## config.mk

```make
export PLATFORM = sky130hd
export DESIGN_NAME = pgt_top
export DESIGN_NICKNAME = d
export VERILOG_FILES = /design/src/rtl/pgt_pkg.sv /design/src/rtl/pgt_regs.sv /design/src/rtl/pgt_divider.sv /design/src/rtl/pgt_route.sv /design/src/rtl/pgt_top.sv
export SDC_FILE = /design/constraint.sdc
export NUM_CORES = 1
export LEC_CHECK = 0
export BUFFER_PORTS_ARGS = -buffer_cell sky130_fd_sc_hd__buf_2
export CAP_MARGIN = 20
export CORE_MARGIN = 5
export CORE_UTILIZATION = 35
export DETAILED_ROUTE_END_ITERATION = 6
export PLACE_DENSITY = 0.54
export SLEW_MARGIN = 20
export SYNTH_ARGS = -nofsm -noshare
export SYNTH_HDL_FRONTEND = slang
export SYNTH_SLANG_ARGS = --single-unit
```

## constraint.sdc

```tcl
create_clock -name clk -period 12.35 [get_ports clk]
set_input_delay 2.47 -clock clk [delete_from_list [all_inputs] [get_ports clk]]
set_output_delay 2.47 -clock clk [all_outputs]
set_load 0.05 [all_outputs]
```

## src/rtl/pgt_pkg.sv

```systemverilog
package pgt_pkg;
  localparam int CNT_W     = 16;
  localparam int ADDR_W    = 2;
  localparam int NUM_GRP   = 2;
  localparam int NUM_DIV   = NUM_GRP + 1;
  localparam int CFG_W     = 6;
  localparam int CFG_EN_LSB  = 0;
  localparam int CFG_HS_LSB  = 2;
  localparam int CFG_SRC_LSB = 4;
  localparam logic [ADDR_W-1:0] ADDR_CFG = 2'd3;
endpackage

```

## src/rtl/pgt_regs.sv

```systemverilog
module pgt_regs
  import pgt_pkg::*;
#(
  parameter int CW   = CNT_W,
  parameter int AW   = ADDR_W,
  parameter int ND   = NUM_DIV,
  parameter int CFGW = CFG_W
) (
  input  logic                  clk,
  input  logic                  rst_n,
  input  logic                  wr_en,
  input  logic [AW-1:0]         wr_addr,
  input  logic [CW-1:0]         wr_data,
  output logic [ND-1:0][CW-1:0] reload_q,
  output logic [ND-1:0]         load_stb,
  output logic [CFGW-1:0]       cfg_q
);
  logic cfg_wr;
  assign cfg_wr = wr_en && (wr_addr == ADDR_CFG);

  // One reload register per divider; address i selects divider i.
  for (genvar i = 0; i < ND; i++) begin : g_rel
    assign load_stb[i] = wr_en && (wr_addr == AW'(i));
    always_ff @(posedge clk) begin
      if (!rst_n)           reload_q[i] <= '0;
      else if (load_stb[i]) reload_q[i] <= wr_data;
    end
  end

  always_ff @(posedge clk) begin
    if (!rst_n)      cfg_q <= '0;
    else if (cfg_wr) cfg_q <= wr_data[CFGW-1:0];
  end

  // configuration changes only through its own address
  p_cfg_hold_r8: assert property (@(posedge clk) disable iff (!rst_n)
    !cfg_wr |=> $stable(cfg_q));
endmodule

```

## src/rtl/pgt_divider.sv

```systemverilog
module pgt_divider #(
  parameter int CW = 16
) (
  input  logic          clk,
  input  logic          rst_n,
  input  logic          tick,
  input  logic          gate,
  input  logic          load_stb,
  input  logic [CW-1:0] reload,
  output logic          out,
  output logic          term
);
  localparam logic [CW:0] FULL = {1'b1, {CW{1'b0}}};
  localparam logic [CW:0] ONE  = {{CW{1'b0}}, 1'b1};
  localparam logic [CW:0] TWO  = {{(CW-1){1'b0}}, 2'b10};

  logic [CW:0]   n_eff;
  logic [CW:0]   hi_len;
  logic [CW-1:0] cnt;
  logic          pend;
  logic          last;

  // Reload decode: 0 means full range, 1 is held at 2.
  always_comb begin
    if (reload == '0)               n_eff = FULL;
    else if (reload == CW'(1))      n_eff = TWO;
    else                            n_eff = {1'b0, reload};
  end

  assign hi_len = (n_eff + ONE) >> 1;
  assign last   = ({1'b0, cnt} == (n_eff - ONE));
  assign term   = gate && tick && !pend && last;
  assign out    = gate && ({1'b0, cnt} < hi_len);

  always_ff @(posedge clk) begin
    if (!rst_n) begin
      cnt  <= '0;
      pend <= 1'b0;
    end else begin
      if (!gate)                cnt <= '0;
      else if (tick) begin
        if (pend || last)       cnt <= '0;
        else                    cnt <= cnt + 1'b1;
      end
      if (load_stb)             pend <= 1'b1;
      else if (tick || !gate)   pend <= 1'b0;
    end
  end

  // a gated-off counter keeps its output low
  p_gated_low_r4: assert property (@(posedge clk) disable iff (!rst_n)
    !gate |-> !out);
  // count stays inside the decoded period unless a restart is pending
  p_cnt_range_r3: assert property (@(posedge clk) disable iff (!rst_n)
    !pend |-> ({1'b0, cnt} < n_eff));
  // a pending restart lands at the period start on the next tick
  p_restart_r7: assert property (@(posedge clk) disable iff (!rst_n)
    (gate && tick && pend && !load_stb) |=> (cnt == '0));
  // terminal count wraps to zero
  p_wrap_r3: assert property (@(posedge clk) disable iff (!rst_n)
    term |=> (cnt == '0));
endmodule

```

## src/rtl/pgt_route.sv

```systemverilog
module pgt_route #(
  parameter int NG = 2
) (
  input  logic [NG-1:0] hs_sel,
  input  logic [NG-1:0] ctr_out,
  input  logic [NG-1:0] ext_req,
  output logic [NG-1:0] req
);
  for (genvar g = 0; g < NG; g++) begin : g_mux
    assign req[g] = hs_sel[g] ? ctr_out[g] : ext_req[g];
  end
endmodule

```

## src/rtl/pgt_top.sv

```systemverilog
module pgt_top
  import pgt_pkg::*;
(
  input  logic              clk,
  input  logic              rst_n,
  input  logic              base_tick,
  input  logic              wr_en,
  input  logic [ADDR_W-1:0] wr_addr,
  input  logic [CNT_W-1:0]  wr_data,
  input  logic [NUM_GRP-1:0] ext_en,
  input  logic [NUM_GRP-1:0] ext_req,
  output logic [NUM_GRP-1:0] req,
  output logic              irq
);
  logic [NUM_DIV-1:0][CNT_W-1:0] reload_q;
  logic [NUM_DIV-1:0]            load_stb;
  logic [CFG_W-1:0]              cfg_q;
  logic [NUM_DIV-1:0]            div_tick;
  logic [NUM_DIV-1:0]            div_gate;
  logic [NUM_DIV-1:0]            div_out;
  logic [NUM_DIV-1:0]            div_term;
  logic                          pre_stb_q;
  logic [NUM_GRP-1:0]            hs_sel;

  pgt_regs #(.CW(CNT_W), .AW(ADDR_W), .ND(NUM_DIV), .CFGW(CFG_W)) u_regs (
    .clk      (clk),
    .rst_n    (rst_n),
    .wr_en    (wr_en),
    .wr_addr  (wr_addr),
    .wr_data  (wr_data),
    .reload_q (reload_q),
    .load_stb (load_stb),
    .cfg_q    (cfg_q)
  );

  // Divider 0 is the free-running prescaler; 1..NUM_GRP pace the groups.
  assign div_tick[0] = base_tick;
  assign div_gate[0] = 1'b1;
  for (genvar g = 0; g < NUM_GRP; g++) begin : g_grp
    assign div_tick[g+1] = cfg_q[CFG_SRC_LSB+g] ? pre_stb_q : base_tick;
    assign div_gate[g+1] = cfg_q[CFG_EN_LSB+g] && ext_en[g];
    assign hs_sel[g]     = cfg_q[CFG_HS_LSB+g];

    // after a wrap the request counter starts its high phase
    p_req_phase_r3: assert property (@(posedge clk) disable iff (!rst_n)
      div_term[g+1] |=> (div_out[g+1] || !div_gate[g+1]));
  end

  for (genvar i = 0; i < NUM_DIV; i++) begin : g_div
    pgt_divider #(.CW(CNT_W)) u_div (
      .clk      (clk),
      .rst_n    (rst_n),
      .tick     (div_tick[i]),
      .gate     (div_gate[i]),
      .load_stb (load_stb[i]),
      .reload   (reload_q[i]),
      .out      (div_out[i]),
      .term     (div_term[i])
    );
  end

  always_ff @(posedge clk) begin
    if (!rst_n) pre_stb_q <= 1'b0;
    else        pre_stb_q <= div_term[0];
  end
  assign irq = pre_stb_q;

  pgt_route #(.NG(NUM_GRP)) u_route (
    .hs_sel  (hs_sel),
    .ctr_out (div_out[NUM_DIV-1:1]),
    .ext_req (ext_req),
    .req     (req)
  );

  // the interrupt is a single-cycle pulse
  p_irq_pulse_r1: assert property (@(posedge clk) disable iff (!rst_n)
    irq |=> !irq);
endmodule

```

==> results.cfg, run 1 <==
[worst_setup_path]
path_max_fanout = 6
required_ns = 9.88
r2r_end = g_div[2].u_div.cnt[4]
cp_data_arrival_time_ns = 4.82
reg2reg_depth = 8
r2r_slack_ns = 8.54
critPathLaunchType = flip-flop
r2r-start = u_regs.reload_q[36]
cp-end-kind = output port
crit_type = flip-flop to output port

[clocking]
numCtsBuffers = 9
post_cts_resized = 0
cts_htree_levels = 3
clock_path_buffers = 2
clockRootBuffer = clkbuf_16
clock_latency_ns = 0.38
cts_setup_buffers = 0
cts_tree = yes
cts_hold_buffers = 0
clock_sinks = 106
path_clk_slew_ns = 0.09

[timing]
layout_min_cycle_time_ns = 7.29
clock.fmax_ghz = 0.137
slew_headroom_pct = 31.2
rsz0062_at_grt = no
hold_viol = 0
worst_slack_ns = 5.06
slew_viol_final = 0
setup_viol = 0
skew_ns = 0.0192
worst_slew_pin_slew_ns = 1.03
fin_crit_sh_pct = 59.0
fin_hold_ws_ns = 0.499
fin_setup_tns_ns = 0

[placed_design]
io_buffers = 28
post-place-ws_ns = 5.46
place_area_um2 = 8050
dpl.hpwl_mm = 15.5
gp_congestion = 0.843

[floorplanning]
dieWidth_um = 159
io_pins = 29
core_area_um2 = 21900
initial_utilization_pct = 35.6
rows = 54
dieArea_um2 = 25400
die_y_um = 159

[route]
detail_route.drc_violations = 0
routed_wl_mm = 20.4
wire_per_inst_um = 16.1
dr.pass1.iters = 5
drt_iter0_markers = 319
vias = 6805
postRouteAntennaNets = 0
via_per_inst = 5.36

[hold_path]
min_to = u_regs.reload_q[17]
worst_hold_path_type = flip-flop to flip-flop
whs_path_depth = 2
min_from = u_regs.reload_q[17]

[pwr]
power.leakage_uw = 0.00316
finalPower_uw = 809
vdd_drop_max_mv = 0.0753
p_per_area_nw_per_um2 = 96.6

[synth]
synth_ff_type = dfxtp_1
synth_area_um2 = 7800
synthesis.nets = 1071
yosysTopAreaCell = dfxtp_1
synth-edff-count = 0
synth.distinct_cells = 75
async_reset_ff_share_pct = 0
synth_area_leaders = dfxtp_1 27%, xnor2_1 9.0%, nand2_1 8.7%
avgSynthCellArea_um2 = 7.77
yosys_warnings = 0
ys_ff_latch = 106
synth_top_area_share_pct = 27.2
netlist_instances = 1004
yosysSeqAreaShare_pct = 27.2

[job]
drv_cap = 0

[finish]
syn_to_final_growth_pct = 7.33
layout.nets = 1050
drive_gt1_share_pct = 8.20
design_area_um2 = 8380

[global_routing]
grt_pass1_wl_mm = 34.5
grt_max_degree = 64
grt_pass1_vias = 6568
antenna_found_initial = 0
grt_overflow_total = 0
grt_use_total_pct = 16.2

[run_status]
status = complete, no violations
worst max-delay path: stages (launching register included):
cell and delay [ns]:
dfxtp_1 0.45, ha_1 0.23, or4b_2 0.59, nor4_1 0.41
o22ai_2 0.23, nor3_1 0.57, xnor2_1 0.21, ha_1 0.26
a21o_1 0.15, a21o_1 0.17, a21o_1 0.17, a21o_1 0.17
a211oi_1 0.37, a221o_1 0.22, buf_2 0.26
cell type report:
cell class                      instances  area, µm²
Sequential cell                       106       2120
Tap cell                              280        350
Clock inverter                          7       93.8
Fill cell                            2347      13500
Clock buffer                            9        225
Inverter                               23       86.3
Multi-Input combinational cell        813       5340
Timing Repair Buffer                   30        155
Antenna cell                            1       2.50
Yosys cell counts, types with 4 or more instances:
cell,instances
nand2_1,180
dfxtp_1,106
xnor2_1,80
nor2_1,55
a21boi_0,52
clkbuf_1,49
nand3_1,47
ha_1,41
a21oi_1,39
xor2_1,39
nand4_1,27
nor3_1,25
inv_1,23
and3_1,21
a21o_1,18
nor4_1,15
mux2i_1,14
nor2b_1,14
o21ai_0,12
nor2_2,10
buf_2,7
nor3b_1,7
o31ai_1,6
or3_1,6
a31oi_1,5
nand2b_1,5
a211oi_1,4
and2_1,4
and4_1,4
mux2_2,4
nand3b_1,4
nand4b_1,4
o211ai_1,4
or2_2,4
or4_1,4
metal layers:
| metal | track usage, % | routed length (µm) | vias up |
|---|---|---|---|
| met5 | 0 | 0 | - |
| met1 | 22.6 | 10200 | 3194 |
| met2 | 26.5 | 9310 | 99 |
| met3 | 2.69 | 652 | 16 |
| met4 | 2.95 | 253 | 0 |
| li1 | - | - | 3496 |
report_power, final:
group | switching (µW) | internal (µW) | total (µW)
Combinational | 79.5 | 53.8 | 133
Clock | 166 | 148 | 314
Sequential | 13.5 | 348 | 362
placed cells by master (no fill, tap or decap), types with 6 or more instances in the layout:
cell type and instances:
nor3b_1 6, a21boi_0 51, inv_1 23, a21o_1 18
nor4_1 15, nand2_1 180, mux2i_1 14, dfxtp_1 106
o21ai_0 12, nand4_1 27, o31ai_1 6, nor2_1 55
ha_1 41, a21oi_1 39, nor2b_1 14, nor3_1 25
xnor2_1 80, and3_1 21, buf_2 28, xor2_1 39
nand3_1 47, or3_1 6, clkbuf_16 9, nor2_2 10
metrics by stage:
stage                     utilization [%]  instances
after CTS                            38.2       1268
after global routing                 38.2       1268
final                                38.3       1269
after global placement               36.8       1252
after detailed placement             36.8       1252
after floorplan                         -       1004
flip-flops by register name (all words and copies together), names as in the netlist:
signal / cells
u_regs.cfg_q: 6
g_div.u_div.cnt: 48
g_div.u_div.pend: 3
u_regs.reload_q: 48
irq: 1
kinds of logic (layout without fill, tap and decap cells):
logic type,after synthesis,count (layout),synth area share [%]
AOI/OAI and AO/OA,183,183,17.3
DFF,106,106,27.2
and+or+nand+nor,452,452,28.8
xor gates and xnor gates,119,119,13.4
adders and majority gates,41,41,6.57
muxes,18,18,2.37
buffers and inverters,85,69,4.44
other,0,1,0
worst max path at each step:
stage	start	to	slack (ns)	depth (start not counted)
3_5_place_dp	u_regs.reload_q[32]	req[1]	5.46	14
6_report	u_regs.reload_q[32]	req[1]	5.06	14
3_3_place_gp	u_regs.reload_q[32]	req[1]	5.51	14
5_1_grt	u_regs.reload_q[32]	req[1]	4.73	14
4_1_cts	u_regs.reload_q[32]	req[1]	5.06	14
2_1_floorplan	u_regs.reload_q[32]	req[1]	5.95	13
No activity file was read; power rests on OpenSTA's default activity.
==> run 2, diff against run 1 <==
--- a/config.mk
+++ b/config.mk
@@ -10,7 +10,7 @@
 export CORE_MARGIN = 5
 export CORE_UTILIZATION = 35
 export DETAILED_ROUTE_END_ITERATION = 6
-export PLACE_DENSITY = 0.54
+export PLACE_DENSITY = 0.56
 export SLEW_MARGIN = 20
 export SYNTH_ARGS = -nofsm -noshare
 export SYNTH_HDL_FRONTEND = slang
==> constraint.sdc (replaced) <==
create_clock -name clk -period 6.3 [get_ports clk]
set_input_delay 1.26 -clock clk [delete_from_list [all_inputs] [get_ports clk]]
set_output_delay 1.26 -clock clk [all_outputs]
set_load 0.05 [all_outputs]
==> run 2 against run 1 <==
Effect of this change: routed wire length fell by 1.6%; cell count increased by 0.24%; final area barely moved; utilization barely moved; critical endpoint unchanged; largest cell class unchanged; largest power group unchanged.
==> results.cfg, run 2 (same netlist as run 1, synthesis figures left out) <==
[timing]
slew_viol_final = 0
setup_viol = 0
worst_slew_pin_slew_ns = 1.00
fin_hold_ws_ns = 0.501
layout_min_cycle_time_ns = 5.83
clock.fmax_ghz = 0.171
fin_setup_tns_ns = 0
fin_crit_sh_pct = 92.6
rsz0062_at_grt = no
skew_ns = 0.0112
slew_headroom_pct = 32.6
hold_viol = 0

[clocking]
clock_path_buffers = 2
numCtsBuffers = 9
post_cts_resized = 0
cts_setup_buffers = 0
cts_tree = yes
clock_sinks = 106
clockRootBuffer = clkbuf_16
cts_htree_levels = 3
path_clk_slew_ns = 0.07
cts_hold_buffers = 0
clock_latency_ns = 0.36

[placed_design]
place_area_um2 = 8080
io_buffers = 28
dpl.hpwl_mm = 15.2
gp_congestion = 0.849

[worst_setup_path]
path_cells = ha_1 -> or4b_2 -> nor4_1 -> o22ai_2 -> nor3_2 -> nand2_1 -> nor4_1 -> xnor2_1 -> ha_1 -> a21o_1 -> a211oi_1 -> o31a_1 -> a221o_1 -> buf_2
critPathSlowestCell = or4b_2
required_ns = 5.04
r2r-start = u_regs.reload_q[36]
cp-end-kind = output port
path_max_fanout = 6
crit_path_start = u_regs.reload_q[32]
cp_data_arrival_time_ns = 4.57
crit_type = flip-flop to output port
slowest_delay_ns = 0.59
critPathLaunchType = flip-flop

[floorplanning]
die_y_um = 159
initial_utilization_pct = 35.6
rows = 54
dieWidth_um = 159
dieArea_um2 = 25400
core_area_um2 = 21900
io_pins = 29

[global_routing]
grt_pass1_wl_mm = 33.0
antenna_found_initial = 0
grt_use_total_pct = 15.4
grt_overflow_total = 0
grt_max_degree = 64
grt_pass1_vias = 6199

[route]
vias = 6860
wire_per_inst_um = 15.8
wl_met2_mm = 9.03
via_per_inst = 5.39
wl_met1_mm = 9.96
dr.pass1.iters = 6
postRouteAntennaNets = 0
detail_route.drc_violations = 0
routed_wl_mm = 20.0
drt_iter0_markers = 442
top_layer = met4
route.met3.wl_um = 713

[finish]
reg_top3 = g_div.u_div.cnt (48), u_regs.reload_q (48), u_regs.cfg_q (6)
multiInputGateArea_um2 = 5350
final_common_cell = nand2_1
ff_latch_area_um2 = 2120
num_antenna_cells = 0
drive_gt1_share_pct = 8.67
fin_util_pct = 38.2
design_area_um2 = 8370
syn_to_final_growth_pct = 7.30
fillers = 2342
final_cell_mix = 180 x nand2_1, 106 x dfxtp_1, 80 x xnor2_1, 55 x nor2_1, 51 x a21boi_0
layout.nets = 1055

[pwr]
power.leakage_uw = 0.00317
vdd_drop_max_mv = 0.131
finalPower_uw = 1520
p_per_area_nw_per_um2 = 182

[hold_path]
worst_hold_path_type = flip-flop to flip-flop
min_from = u_regs.reload_q[17]

[job]
drv_cap = 0

[run_status]
status = complete, no violations
## run 2: critical path: cells and delay by family (launching register included)
family	cells	cell delay (ns)
and+or+nand+nor	5	1.85
AOI/OAI and AO/OA	5	1.00
adders and majority gates	2	0.48
DFF	1	0.46
buffers and inverters	1	0.26
xor gates and xnor gates	1	0.17
## run 2: path summary, 6_finish.rpt
path / to / slack [ns] / cells past startpoint
setup / recovery: req[1] / 0.47 / 14
setup reg to reg: g_div[2].u_div.cnt[2] / 2.55 / 8
hold / removal: u_regs.reload_q[17] / 0.50 / 2
hold reg to reg: u_regs.reload_q[17] / 0.50 / 2
## run 2: final cells by class
| class | count | share of cell area, % |
|---|---|---|
| clock inverters | 5 | 0.448 |
| flip-flops and latches | 106 | 25.3 |
| repair buffers | 35 | 2.30 |
| inverters | 23 | 1.03 |
| well taps | 280 | 4.18 |
| multi-input cells | 813 | 63.8 |
| clock buffers | 10 | 2.85 |
## run 2: layer usage
metal	global-route usage [%]	vias to the layer above
li1	-	3495
met1	21.8	3226
met2	24.8	119
met3	2.20	20
met4	4.07	0
met5	0	-
## run 2: metrics by stage
step / std cells / setup WS, ns
4_1_cts: 1270 / 0.186
3_3_place_gp: 1255 / 0.676
2_1_floorplan: 1004 / 1.11
5_1_grt: 1272 / 0.0906
6_report: 1272 / 0.466
3_5_place_dp: 1255 / 0.590
## run 2: power breakdown
part | switching (µW) | internal, µW
Combinational | 156 | 108
Sequential | 25.9 | 683
Clock | 269 | 280
